### config.mk
export PLATFORM = sky130hd
export DESIGN_NAME = lat_mon
export DESIGN_NICKNAME = d
export VERILOG_FILES = /design/src/rtl/lat_mon_pkg.sv /design/src/rtl/lat_mon_ctr.sv /design/src/rtl/lat_mon_chan.sv /design/src/rtl/lat_mon.sv
export SDC_FILE = /design/constraint.sdc
export NUM_CORES = 1
export LEC_CHECK = 0
export ABC_AREA = 1
export BUFFER_PORTS_ARGS = -buffer_cell sky130_fd_sc_hd__clkbuf_2
export CORE_MARGIN = 10
export CORE_UTILIZATION = 45
export CTS_CLUSTER_DIAMETER = 100
export CTS_CLUSTER_SIZE = 25
export DETAILED_ROUTE_END_ITERATION = 8
export GPL_ROUTABILITY_DRIVEN = 1
export PLACE_DENSITY_LB_ADDON = 0.1
export SYNTH_ARGS = -nofsm -noshare
export SYNTH_HDL_FRONTEND = slang
export SYNTH_SLANG_ARGS = --single-unit
### constraint.sdc
create_clock -name clk -period 2.9 [get_ports clk]
set_input_delay 0.145 -clock clk [delete_from_list [all_inputs] [get_ports clk]]
set_output_delay 0.145 -clock clk [all_outputs]
set_load 0.01 [all_outputs]
### src/rtl/lat_mon_pkg.sv
package lat_mon_pkg;
    localparam int NCH    = 3;
    localparam int DATA_W = 64;
    localparam int ADDR_W = 12;

    localparam logic [ADDR_W-1:0] A_GATE = 12'h800;
    localparam logic [ADDR_W-1:0] A_CMD  = 12'h808;
    localparam logic [ADDR_W-1:0] A_FLAG = 12'h810;
    localparam logic [ADDR_W-1:0] A_CYC  = 12'h818;
    localparam int CH_REQ_BASE = 'h820;
    localparam int CH_ACC_BASE = 'h830;
    localparam int CH_STRIDE   = 'h18;

    localparam int FLAG_CYC = 0;

    function automatic int flag_acc(input int ch);
        return 1 + 3 * ch;
    endfunction

    function automatic int flag_req(input int ch);
        return 3 + 3 * ch;
    endfunction

    typedef struct packed {
        logic              gate;
        logic              run;
        logic [DATA_W-1:0] rdata;
    } ctl_t;
endpackage

### src/rtl/lat_mon_ctr.sv
module lat_mon_ctr #(
    parameter int W  = 64,
    parameter int IW = 1
) (
    input  logic          clk,
    input  logic          rst_n,
    input  logic          en,
    input  logic          clr,
    input  logic [IW-1:0] inc,
    output logic [W-1:0]  value,
    output logic          ovf
);
    typedef struct packed {
        logic [W-1:0] cnt;
        logic         ovf;
    } st_t;

    st_t        st_d, st_q;
    logic [W:0] sum;

    always_comb begin
        sum  = {1'b0, st_q.cnt} + {{(W + 1 - IW){1'b0}}, inc};
        st_d = st_q;
        if (clr) begin
            st_d = '0;
        end else if (en) begin
            st_d.cnt = sum[W-1:0];
            if (sum[W]) st_d.ovf = 1'b1;
        end
    end

    always_ff @(posedge clk) begin
        if (!rst_n) st_q <= '0;
        else        st_q <= st_d;
    end

    assign value = st_q.cnt;
    assign ovf   = st_q.ovf;

    // a stopped counter holds
    p_hold_off_r5: assert property (@(posedge clk) disable iff (!rst_n)
        (!en && !clr) |=> $stable(value));
    // wrap flag is sticky until a clear
    p_sticky_flag_r7: assert property (@(posedge clk) disable iff (!rst_n)
        (ovf && !clr) |=> ovf);
    // clear leaves zero behind
    p_clear_zero_r6: assert property (@(posedge clk) disable iff (!rst_n)
        clr |=> (value == '0 && !ovf));
endmodule

### src/rtl/lat_mon_chan.sv
module lat_mon_chan #(
    parameter int CNT_W    = 64,
    parameter int FLIGHT_W = 8
) (
    input  logic             clk,
    input  logic             rst_n,
    input  logic             en,
    input  logic             clr,
    input  logic             issue,
    input  logic             ret,
    output logic [CNT_W-1:0] req_cnt,
    output logic             req_ovf,
    output logic [CNT_W-1:0] acc_cnt,
    output logic             acc_ovf
);
    logic [FLIGHT_W-1:0] flight_d, flight_q;

    always_comb begin
        flight_d = flight_q;
        case ({issue, ret})
            2'b10:   flight_d = flight_q + 1'b1;
            2'b01:   flight_d = flight_q - 1'b1;
            default: flight_d = flight_q;
        endcase
    end

    always_ff @(posedge clk) begin
        if (!rst_n) flight_q <= '0;
        else        flight_q <= flight_d;
    end

    lat_mon_ctr #(.W(CNT_W), .IW(1)) u_req (
        .clk(clk), .rst_n(rst_n), .en(en), .clr(clr),
        .inc(issue), .value(req_cnt), .ovf(req_ovf)
    );

    lat_mon_ctr #(.W(CNT_W), .IW(FLIGHT_W)) u_acc (
        .clk(clk), .rst_n(rst_n), .en(en), .clr(clr),
        .inc(flight_q), .value(acc_cnt), .ovf(acc_ovf)
    );

    // same-cycle issue and return leave the depth unchanged
    p_flight_hold_r4: assert property (@(posedge clk) disable iff (!rst_n)
        (issue && ret) |=> $stable(flight_q));
    // a return never arrives with nothing in flight
    p_no_underflow_r4: assert property (@(posedge clk) disable iff (!rst_n)
        (ret && !issue) |-> (flight_q != '0));
endmodule

### src/rtl/lat_mon.sv
module lat_mon
    import lat_mon_pkg::*;
#(
    parameter int CNT_W    = 64,
    parameter int FLIGHT_W = 8
) (
    input  logic              clk,
    input  logic              rst_n,
    input  logic              reg_wr_en,
    input  logic              reg_rd_en,
    input  logic [11:0]       reg_addr,
    input  logic [63:0]       reg_wdata,
    output logic [63:0]       reg_rdata,
    input  logic [2:0]        rd_issue,
    input  logic [2:0]        rd_return
);
    ctl_t ctl_d, ctl_q;

    logic             count_en, clear_cmd;
    logic [CNT_W-1:0] cyc_cnt;
    logic             cyc_ovf;
    logic [CNT_W-1:0] req_cnt [NCH];
    logic [CNT_W-1:0] acc_cnt [NCH];
    logic [NCH-1:0]   req_ovf, acc_ovf;
    logic [DATA_W-1:0] flags;

    function automatic logic [DATA_W-1:0] widen(input logic [CNT_W-1:0] v);
        logic [DATA_W-1:0] r;
        r = '0;
        r[CNT_W-1:0] = v;
        return r;
    endfunction

    assign count_en  = ctl_q.gate && ctl_q.run;
    assign clear_cmd = reg_wr_en && (reg_addr == A_CMD) && reg_wdata[1] && ctl_q.gate;

    lat_mon_ctr #(.W(CNT_W), .IW(1)) u_cyc (
        .clk(clk), .rst_n(rst_n), .en(count_en), .clr(clear_cmd),
        .inc(1'b1), .value(cyc_cnt), .ovf(cyc_ovf)
    );

    for (genvar g = 0; g < NCH; g++) begin : g_chan
        lat_mon_chan #(.CNT_W(CNT_W), .FLIGHT_W(FLIGHT_W)) u_chan (
            .clk(clk), .rst_n(rst_n), .en(count_en), .clr(clear_cmd),
            .issue(rd_issue[g]), .ret(rd_return[g]),
            .req_cnt(req_cnt[g]), .req_ovf(req_ovf[g]),
            .acc_cnt(acc_cnt[g]), .acc_ovf(acc_ovf[g])
        );
    end

    always_comb begin
        flags = '0;
        flags[FLAG_CYC] = cyc_ovf;
        for (int i = 0; i < NCH; i++) begin
            flags[flag_acc(i)] = acc_ovf[i];
            flags[flag_req(i)] = req_ovf[i];
        end
    end

    always_comb begin
        ctl_d = ctl_q;
        if (reg_wr_en && reg_addr == A_GATE) ctl_d.gate = reg_wdata[0];
        if (reg_wr_en && reg_addr == A_CMD)  ctl_d.run  = reg_wdata[0];
        if (reg_rd_en) begin
            ctl_d.rdata = '0;
            if (reg_addr == A_GATE) ctl_d.rdata[0] = ctl_q.gate;
            if (reg_addr == A_CMD)  ctl_d.rdata[0] = ctl_q.run;
            if (reg_addr == A_FLAG) ctl_d.rdata    = flags;
            if (reg_addr == A_CYC)  ctl_d.rdata    = widen(cyc_cnt);
            for (int i = 0; i < NCH; i++) begin
                if (reg_addr == ADDR_W'(CH_REQ_BASE + CH_STRIDE * i)) ctl_d.rdata = widen(req_cnt[i]);
                if (reg_addr == ADDR_W'(CH_ACC_BASE + CH_STRIDE * i)) ctl_d.rdata = widen(acc_cnt[i]);
            end
        end
    end

    always_ff @(posedge clk) begin
        if (!rst_n) ctl_q <= '0;
        else        ctl_q <= ctl_d;
    end

    assign reg_rdata = ctl_q.rdata;

    // the cycle counter steps by exactly one while counting
    p_cycle_step_r2: assert property (@(posedge clk) disable iff (!rst_n)
        (count_en && !clear_cmd) |=> (cyc_cnt == CNT_W'($past(cyc_cnt) + 1'b1)));
    // the cycle counter is frozen when the gate or run bit is off
    p_cycle_idle_r2: assert property (@(posedge clk) disable iff (!rst_n)
        (!count_en && !clear_cmd) |=> $stable(cyc_cnt));
    // read data holds between reads
    p_rdata_hold_r8: assert property (@(posedge clk) disable iff (!rst_n)
        !reg_rd_en |=> $stable(reg_rdata));
endmodule

== Word level (Yosys, flattened, before mapping) ==
Index checks and enable logic that the tools add are counted.

* Bits in registers: 545
* Input bits: 86
* Output and inout bits: 64
* Word-level logic and storage cells: 79

* $add $sub $neg: 13
* Equality and inequality tests: 16
* Mux-type cells: 13
* Bitwise gates (word level): 1
* Reduce and logical (&&, ||, !) cells: 16

{| class="wikitable"
|+ Operator list
! operator !! number
|-
| two-way mux 64 bit || 7
|-
| adder 64 x 1 -> 65 bit || 3
|-
| adder 64 x 8 -> 65 bit || 3
|-
| equality test 12 bit (second input constant) || 10
|-
| adder 64 x 1 -> 65 bit (second input constant) || 1
|-
| one-hot mux 8 bit (2 select lines) || 3
|-
| adder 8 x 1 -> 8 bit (second input constant) || 3
|-
| subtractor 8 x 1 -> 8 bit (second input constant) || 3
|-
| AND reduction 2 bit || 7
|-
| two-way mux 10 bit || 1
|-
| equality test 2 x 1 -> 1 bit (second input constant) || 3
|-
| equality test 2 bit (second input constant) || 3
|-
| nonzero test 2 bit || 3
|-
| logical AND 1 bit || 5
|-
| two-way mux 1 bit || 2
|-
| OR reduction 2 bit || 1
|-
| NOT 1 bit || 1
|}

== Depth between registers and ports, before layout ==
* Depth in word-level cells: 11
* Depth in mapped cells: 15
* Depth with buffers taken out: 15

== By module ==
From an unflattened synthesis, not the netlist that was laid out.

* Cell total of the unflattened synthesis: 6291
* Area total of the unflattened synthesis: 37897.6 sq um

{| class="wikitable"
|+ Modules (own cells, without submodules)
! module !! instances !! cells an instance !! area each (sq um) !! sequential area each (sq um)
|-
| lat_mon_ctr at g_chan[0].u_chan.u_req ... || 4 || 635 || 4058.9 || 1301.2
|-
| lat_mon_ctr at g_chan[0].u_chan.u_acc ... || 2 || 770 || 4524.3 || 1301.2
|-
| lat_mon || 1 || 1075 || 5974.5 || 1321.3
|-
| lat_mon_ctr at g_chan[2].u_chan.u_acc || 1 || 770 || 4506.8 || 1301.2
|-
| lat_mon_chan || 3 || 122 || 710.7 || 160.2
|}

== Least setup slack after synthesis ==
OpenSTA, ideal clock, no wires.

* Path type: reg2reg
* Start: register g_chan[1].u_chan.u_acc.st_q, in the netlist g_chan[1].u_chan.u_acc.value[0]
* End: register g_chan[1].u_chan.u_acc.st_q, in the netlist g_chan[1].u_chan.u_acc.value[42]
* Setup time: 0.116 ns
* Data arrival time: 1.970 ns
* Data required time: 2.784 ns
* Slack: 0.814 ns
* Stages on the path, launching flop included: 14
* Buffers on the path: 0
* Clock period less this slack: 2.086 ns
* Path through: dfxtp_1 ha_1 fa_1 nand2_1 o21ai_2 nand3_1 nand2_1 nand3_1 nor2_2 nand2_1 nor2_1 nand3_1 nand2_1 a21oi_1

* Cells in the longest elaborated chain, start to end: 1

{| class="wikitable"
|+ Ends and longest elaborated chain
! item !! line !! text
|-
| start, declared || lat_mon_ctr.sv:18 || <nowiki>st_t st_d, st_q;</nowiki>
|-
| start signal, assigned || lat_mon_ctr.sv:34 || <nowiki>else st_q <= st_d;</nowiki>
|-
| adder 64 x 8 -> 65 bit || lat_mon_ctr.sv:22 || <nowiki>sum = {1'b0, st_q.cnt} + {{(W + 1 - IW){1'b0}}, inc};</nowiki>
|}

Every way passes these cells.
A chain may end at the register's enable or synchronous reset.

== Final worst setup path ==
* Start: register g_chan[1].u_chan.u_acc.st_q, in the netlist g_chan[1].u_chan.u_acc.value[0]
* End: register g_chan[1].u_chan.u_acc.st_q, in the netlist g_chan[1].u_chan.u_acc.value[46]

The elaborated chain is that of the path after synthesis.

==> metrics.md <==
| Metric | Value |
|---|---|
| Outcome | `complete, no violations` |
| Worst reg2reg path startpoint | `g_chan[1].u_chan.u_acc.value[0]$_SDFFE_PP0P_` |
| Area growth, synth to finish | `7.95%` |
| Crit path launch | `g_chan[1].u_chan.u_acc.value[0]$_SDFFE_PP0P_` |
| Synthesized instance count | `5261` |
| Antenna fix cells | `0` |
| Placer congestion estimate | `0.966` |
| Seq/Total Area, Yosys | `0.324` |
| Clock insertion delay at the later pin of the skew report | `between 0.6 and 0.7 ns` |
| Half-perimeter wire length of the detailed placement result | `slightly above 100000 um` |
| Path depth of the worst reg2reg path | `14` |
| Total placed cells including tap cells | `slightly above 6000` |
| Register clock-pin slew on the reported worst setup and hold paths | `roughly 0.10 ns` |
| Final count of pins violating max slew | `0` |
| FFs w/ async S/R, synth | `0` |
| Site Rows | `100` |
| Type of the setup path with the least slack | `reg2reg` |
| Via count of the first global-routing pass | `between 30000 and 40000` |
| Detailed-route wire length per cell | `20.4 um` |
| Most area-consuming cells after synthesis | `sky130_fd_sc_hd__dfxtp_1 (32%), sky130_fd_sc_hd__nand2_1 (15%), sky130_fd_sc_hd__nor2_1 (7.4%)` |
| Final critical-path required period | `between 2 and 3 ns` |
| Finished Layout Cells | `between 6000 and 7000` |
| Area of the core | `74300 um^2` |
| Tot GR Track Use | `0.287` |
| Global-route wire length before repair | `192000 um` |
| Max_cap viols | `0` |
| TritonCTS clock tree | `yes` |
| Net count after synthesis | `between 5000 and 6000` |
| Synth Area in Simple Gates | `0.385` |
| Net total in the final layout | `around 5400` |
| Vias after detailed routing | `~34000` |
| Die span in x | `approximately 290 um` |
| Detail-routed via count per cell | `~5.5` |
| Setup TNS | `0 ns` |
| P per Cell Area | `384 nW/um^2` |
| Unrepaired setup endpoints after global routing | `no` |
| I/O Pins | `150` |
| Smallest hold slack | `about 0.026 ns` |
| Sum of overflow across all layers after global routing | `0` |
| Count of flip-flops with a built-in enable after synthesis | `0` |
| Largest net degree at the start of global routing | `approximately 80` |
| Critical path startpoint category | `register` |
| CTS max path bufs | `3` |
| Endpoint of the lowest-slack register-to-register path | `g_chan[1].u_chan.u_acc.value[46]$_SDFFE_PP0P_` |
| Initial standard-cell utilization of the core | `0.454` |
| Clock buffer count from CTS | `34` |
| H-tree levels | `2` |
| Initial antenna violation count | `1` |
| Register-to-Register Setup Slack | `~0.23 ns` |
| Die boundary height | `between 200 and 300 um` |
| IR drop worst, VDD | `approximately 0.45 mV` |
| Ys flop type | `sky130_fd_sc_hd__dfxtp_1` |
| Synth Warn # | `0` |
| Portion of synthesized cell area occupied by the leading cell type | `0.324` |
| Die Area | `between 80000 and 90000 um^2` |
| Cell taking the most area after synthesis | `sky130_fd_sc_hd__dfxtp_1` |
| WHS Path Cells | `3` |
| Data arrival time of the critical path | `~3.2 ns` |
| Fraction of final layout cells sized beyond drive strength 1 | `0.0658` |
| Mean instance size in the synthesized netlist | `6.41 um^2` |
| Fmax | `about 370 MHz` |
| Worst Clk Skew | `0.0352 ns` |
| Worst hold-check path type | `in2reg` |
| Number of port buffers | `87` |
| Xor/xnor share of the synthesized area | `0.0634` |
| Compound-cell area share of the yosys netlist | `0.104` |
| Portion of the clock cycle consumed by the worst path in the final layout | `0.920` |
| Max-slew headroom | `0.406` |
| Leakage power total | `13.0 nW` |
| Post-CTS setup buffer count | `0` |
| Flops & latches, synth | `roughly 550` |
| Data required time of the critical path | `approximately 3.4 ns` |
| Worst hold start | `rd_return[0]` |
| Synth Area in Adders | `0.0229` |
| Crit end category | `register` |
| Clock Sinks | `~550` |
| DRC Markers | `0` |
| Post-synthesis instance area | `approximately 34000 um^2` |
| Master cell of the clock root buffer | `sky130_fd_sc_hd__clkbuf_16` |
| Combinational family with the most area after synthesis | `simple AND/OR/NAND/NOR gates` |
| 1st-iter DRT viols | `about 3800` |
| Multiplexer share of the synthesized area | `0` |
| Count of distinct cell types in the synthesized netlist | `a little under 60` |
| Number of hold-slack violations in the final timing report | `0` |
| Sum of routed wire length over all layers | `around 130000 um` |
| Number of endpoints failing setup at the final stage | `0` |
| Detailed-routing iteration count for the pre-antenna-repair pass | `7` |
| Worst slew pin tran | `~0.88 ns` |
| Largest driver fanout on the critical path | `6` |
| Post-DRT Antenna Nets | `0` |
| Sink of the worst hold path | `g_chan[0].u_chan.flight_q[0]$_SDFFE_PN0P_` |
==> critical path, stage by stage (launching register included) <==
cell and delay (ns):
sky130_fd_sc_hd__dfxtp_1 0.37, sky130_fd_sc_hd__ha_1 0.25, sky130_fd_sc_hd__fa_1 0.23, sky130_fd_sc_hd__nand2_1 0.10, sky130_fd_sc_hd__o21ai_2 0.19, sky130_fd_sc_hd__nand3_1 0.12
sky130_fd_sc_hd__nand2_1 0.29, sky130_fd_sc_hd__nand3_1 0.16, sky130_fd_sc_hd__nor2_1 0.19, sky130_fd_sc_hd__inv_1 0.07, sky130_fd_sc_hd__nor2_2 0.23, sky130_fd_sc_hd__nand3_1 0.17
sky130_fd_sc_hd__nand2_1 0.09, sky130_fd_sc_hd__inv_1 0.04, sky130_fd_sc_hd__nor3_1 0.12
==> cell usage in the layout, fill, tap and decap left out, types with 25 or more instances in the layout <==
cell and instances:
sky130_fd_sc_hd__a21oi_1 406, sky130_fd_sc_hd__nand2_1 1384, sky130_fd_sc_hd__inv_1 596, sky130_fd_sc_hd__o211ai_1 52
sky130_fd_sc_hd__dfxtp_1 545, sky130_fd_sc_hd__nand3_1 245, sky130_fd_sc_hd__xnor2_1 66, sky130_fd_sc_hd__nor4_1 48
sky130_fd_sc_hd__buf_4 69, sky130_fd_sc_hd__clkbuf_16 37, sky130_fd_sc_hd__nor2_2 25, sky130_fd_sc_hd__o21ai_0 148
sky130_fd_sc_hd__nor2_1 662, sky130_fd_sc_hd__nand4_1 228, sky130_fd_sc_hd__nor3_1 221, sky130_fd_sc_hd__ha_1 52
sky130_fd_sc_hd__clkbuf_2 87, sky130_fd_sc_hd__xor2_1 178
==> final cells by class <==
class	count	area, um^2
Inverter	611	2300
Timing Repair Buffer	178	1330
Tap cell	969	1210
Sequential cell	545	10900
Fill cell	7958	37900
Multi-Input combinational cell	3890	19500
Clock inverter	20	205
Clock buffer	41	971
==> flip-flops by register name (all words and copies together), names as in the netlist <==
| register | count |
|---|---|
| u_cyc.ovf | 1 |
| g_chan.u_chan.u_acc.ovf | 3 |
| g_chan.u_chan.u_acc.value | 192 |
| reg_rdata | 64 |
| ctl_q | 2 |
| g_chan.u_chan.flight_q | 24 |
| g_chan.u_chan.u_req.ovf | 3 |
| g_chan.u_chan.u_req.value | 192 |
| u_cyc.value | 64 |
==> layer usage <==
layer  track usage  vias up  part of all wire
met5             0        -                 0
met4        0.0659        0             0.022
met3        0.0465      100             0.082
met2         0.414     1248              0.41
met1         0.437    15800              0.49
li1              -    17100                 -
==> Yosys cell counts (2+ instances only) <==
| cell | n |
|---|---|
| sky130_fd_sc_hd__a211oi_1 | 3 |
| sky130_fd_sc_hd__inv_2 | 13 |
| sky130_fd_sc_hd__nand2_1 | 1385 |
| sky130_fd_sc_hd__a21boi_0 | 3 |
| sky130_fd_sc_hd__o21a_1 | 14 |
| sky130_fd_sc_hd__buf_4 | 64 |
| sky130_fd_sc_hd__nor4_1 | 48 |
| sky130_fd_sc_hd__xnor2_1 | 66 |
| sky130_fd_sc_hd__nand3b_1 | 13 |
| sky130_fd_sc_hd__nor3_2 | 19 |
| sky130_fd_sc_hd__nor2_4 | 9 |
| sky130_fd_sc_hd__xor2_1 | 178 |
| sky130_fd_sc_hd__clkbuf_1 | 96 |
| sky130_fd_sc_hd__ha_1 | 52 |
| sky130_fd_sc_hd__o21bai_1 | 6 |
| sky130_fd_sc_hd__fa_1 | 6 |
| sky130_fd_sc_hd__or2_2 | 7 |
| sky130_fd_sc_hd__nand4_1 | 228 |
| sky130_fd_sc_hd__o21ai_2 | 2 |
| sky130_fd_sc_hd__nor3_1 | 223 |
| sky130_fd_sc_hd__nor3b_1 | 19 |
| sky130_fd_sc_hd__o21ai_0 | 148 |
| sky130_fd_sc_hd__o31ai_1 | 2 |
| sky130_fd_sc_hd__nand3_1 | 245 |
| sky130_fd_sc_hd__buf_1 | 4 |
| sky130_fd_sc_hd__nor2_1 | 668 |
| sky130_fd_sc_hd__a21oi_1 | 406 |
| sky130_fd_sc_hd__and3_1 | 8 |
| sky130_fd_sc_hd__buf_2 | 50 |
| sky130_fd_sc_hd__a21o_1 | 2 |
| sky130_fd_sc_hd__nand2_2 | 8 |
| sky130_fd_sc_hd__nor2_2 | 21 |
| sky130_fd_sc_hd__nand2_4 | 3 |
| sky130_fd_sc_hd__inv_1 | 596 |
| sky130_fd_sc_hd__a31oi_1 | 8 |
| sky130_fd_sc_hd__o211ai_1 | 52 |
| sky130_fd_sc_hd__nand3_2 | 5 |
| sky130_fd_sc_hd__dfxtp_1 | 545 |
| sky130_fd_sc_hd__and2_1 | 7 |
| sky130_fd_sc_hd__nor3_4 | 10 |
==> per-stage QoR <==
step / area, um^2 / utilization / total power, mW / worst slack (ns)
finish: 36400 / 0.490 / 14.0 / 0.233
global route: 36400 / 0.490 / 14.4 / 0.00909
CTS: 36400 / 0.489 / 14.1 / 0.149
detailed placement: 35100 / 0.473 / 8.40 / 0.194
global placement: 35100 / 0.473 / 8.39 / 0.172
floorplan: 33700 / - / 8.21 / 0.814
==> what timing repair did <==
item	in CTS	in global routing
resized for setup	0	8
hold buffers	6	0
endpoints found under the hold margin	5	0
endpoints found under the setup margin	0	17
==> report_power, final <==
group          leakage, nW  switching, mW  internal (mW)  total [mW]
Sequential            4.39         0.0468           7.52        7.57
Clock                0.583           3.19           2.54        5.73
Combinational         8.03          0.445          0.217       0.662
Total                 13.0           3.68           10.3        14.0
==> kinds of logic (layout without fill, tap and decap cells) <==
group | after synthesis | after routing
AO/OA/AOI/OAI | 652 | 652
XOR/XNOR | 244 | 244
adder cells (fa/ha/maj) | 58 | 58
buffers and inverters | 826 | 850
flip-flops | 545 | 545
AND/OR/NAND/NOR | 2936 | 2936
==> how the worst max path moves through the flow <==
stage,to
6_report,g_chan[1].u_chan.u_acc.value[46]$_SDFFE_PP0P_
5_1_grt,g_chan[0].u_chan.u_acc.value[44]$_SDFFE_PP0P_
4_1_cts,g_chan[2].u_chan.u_acc.value[50]$_SDFFE_PP0P_
3_3_place_gp,g_chan[2].u_chan.u_acc.value[50]$_SDFFE_PP0P_
3_5_place_dp,g_chan[2].u_chan.u_acc.value[50]$_SDFFE_PP0P_
2_1_floorplan,g_chan[1].u_chan.u_acc.value[42]$_SDFFE_PP0P_
Power figures use the tool's default switching activity.
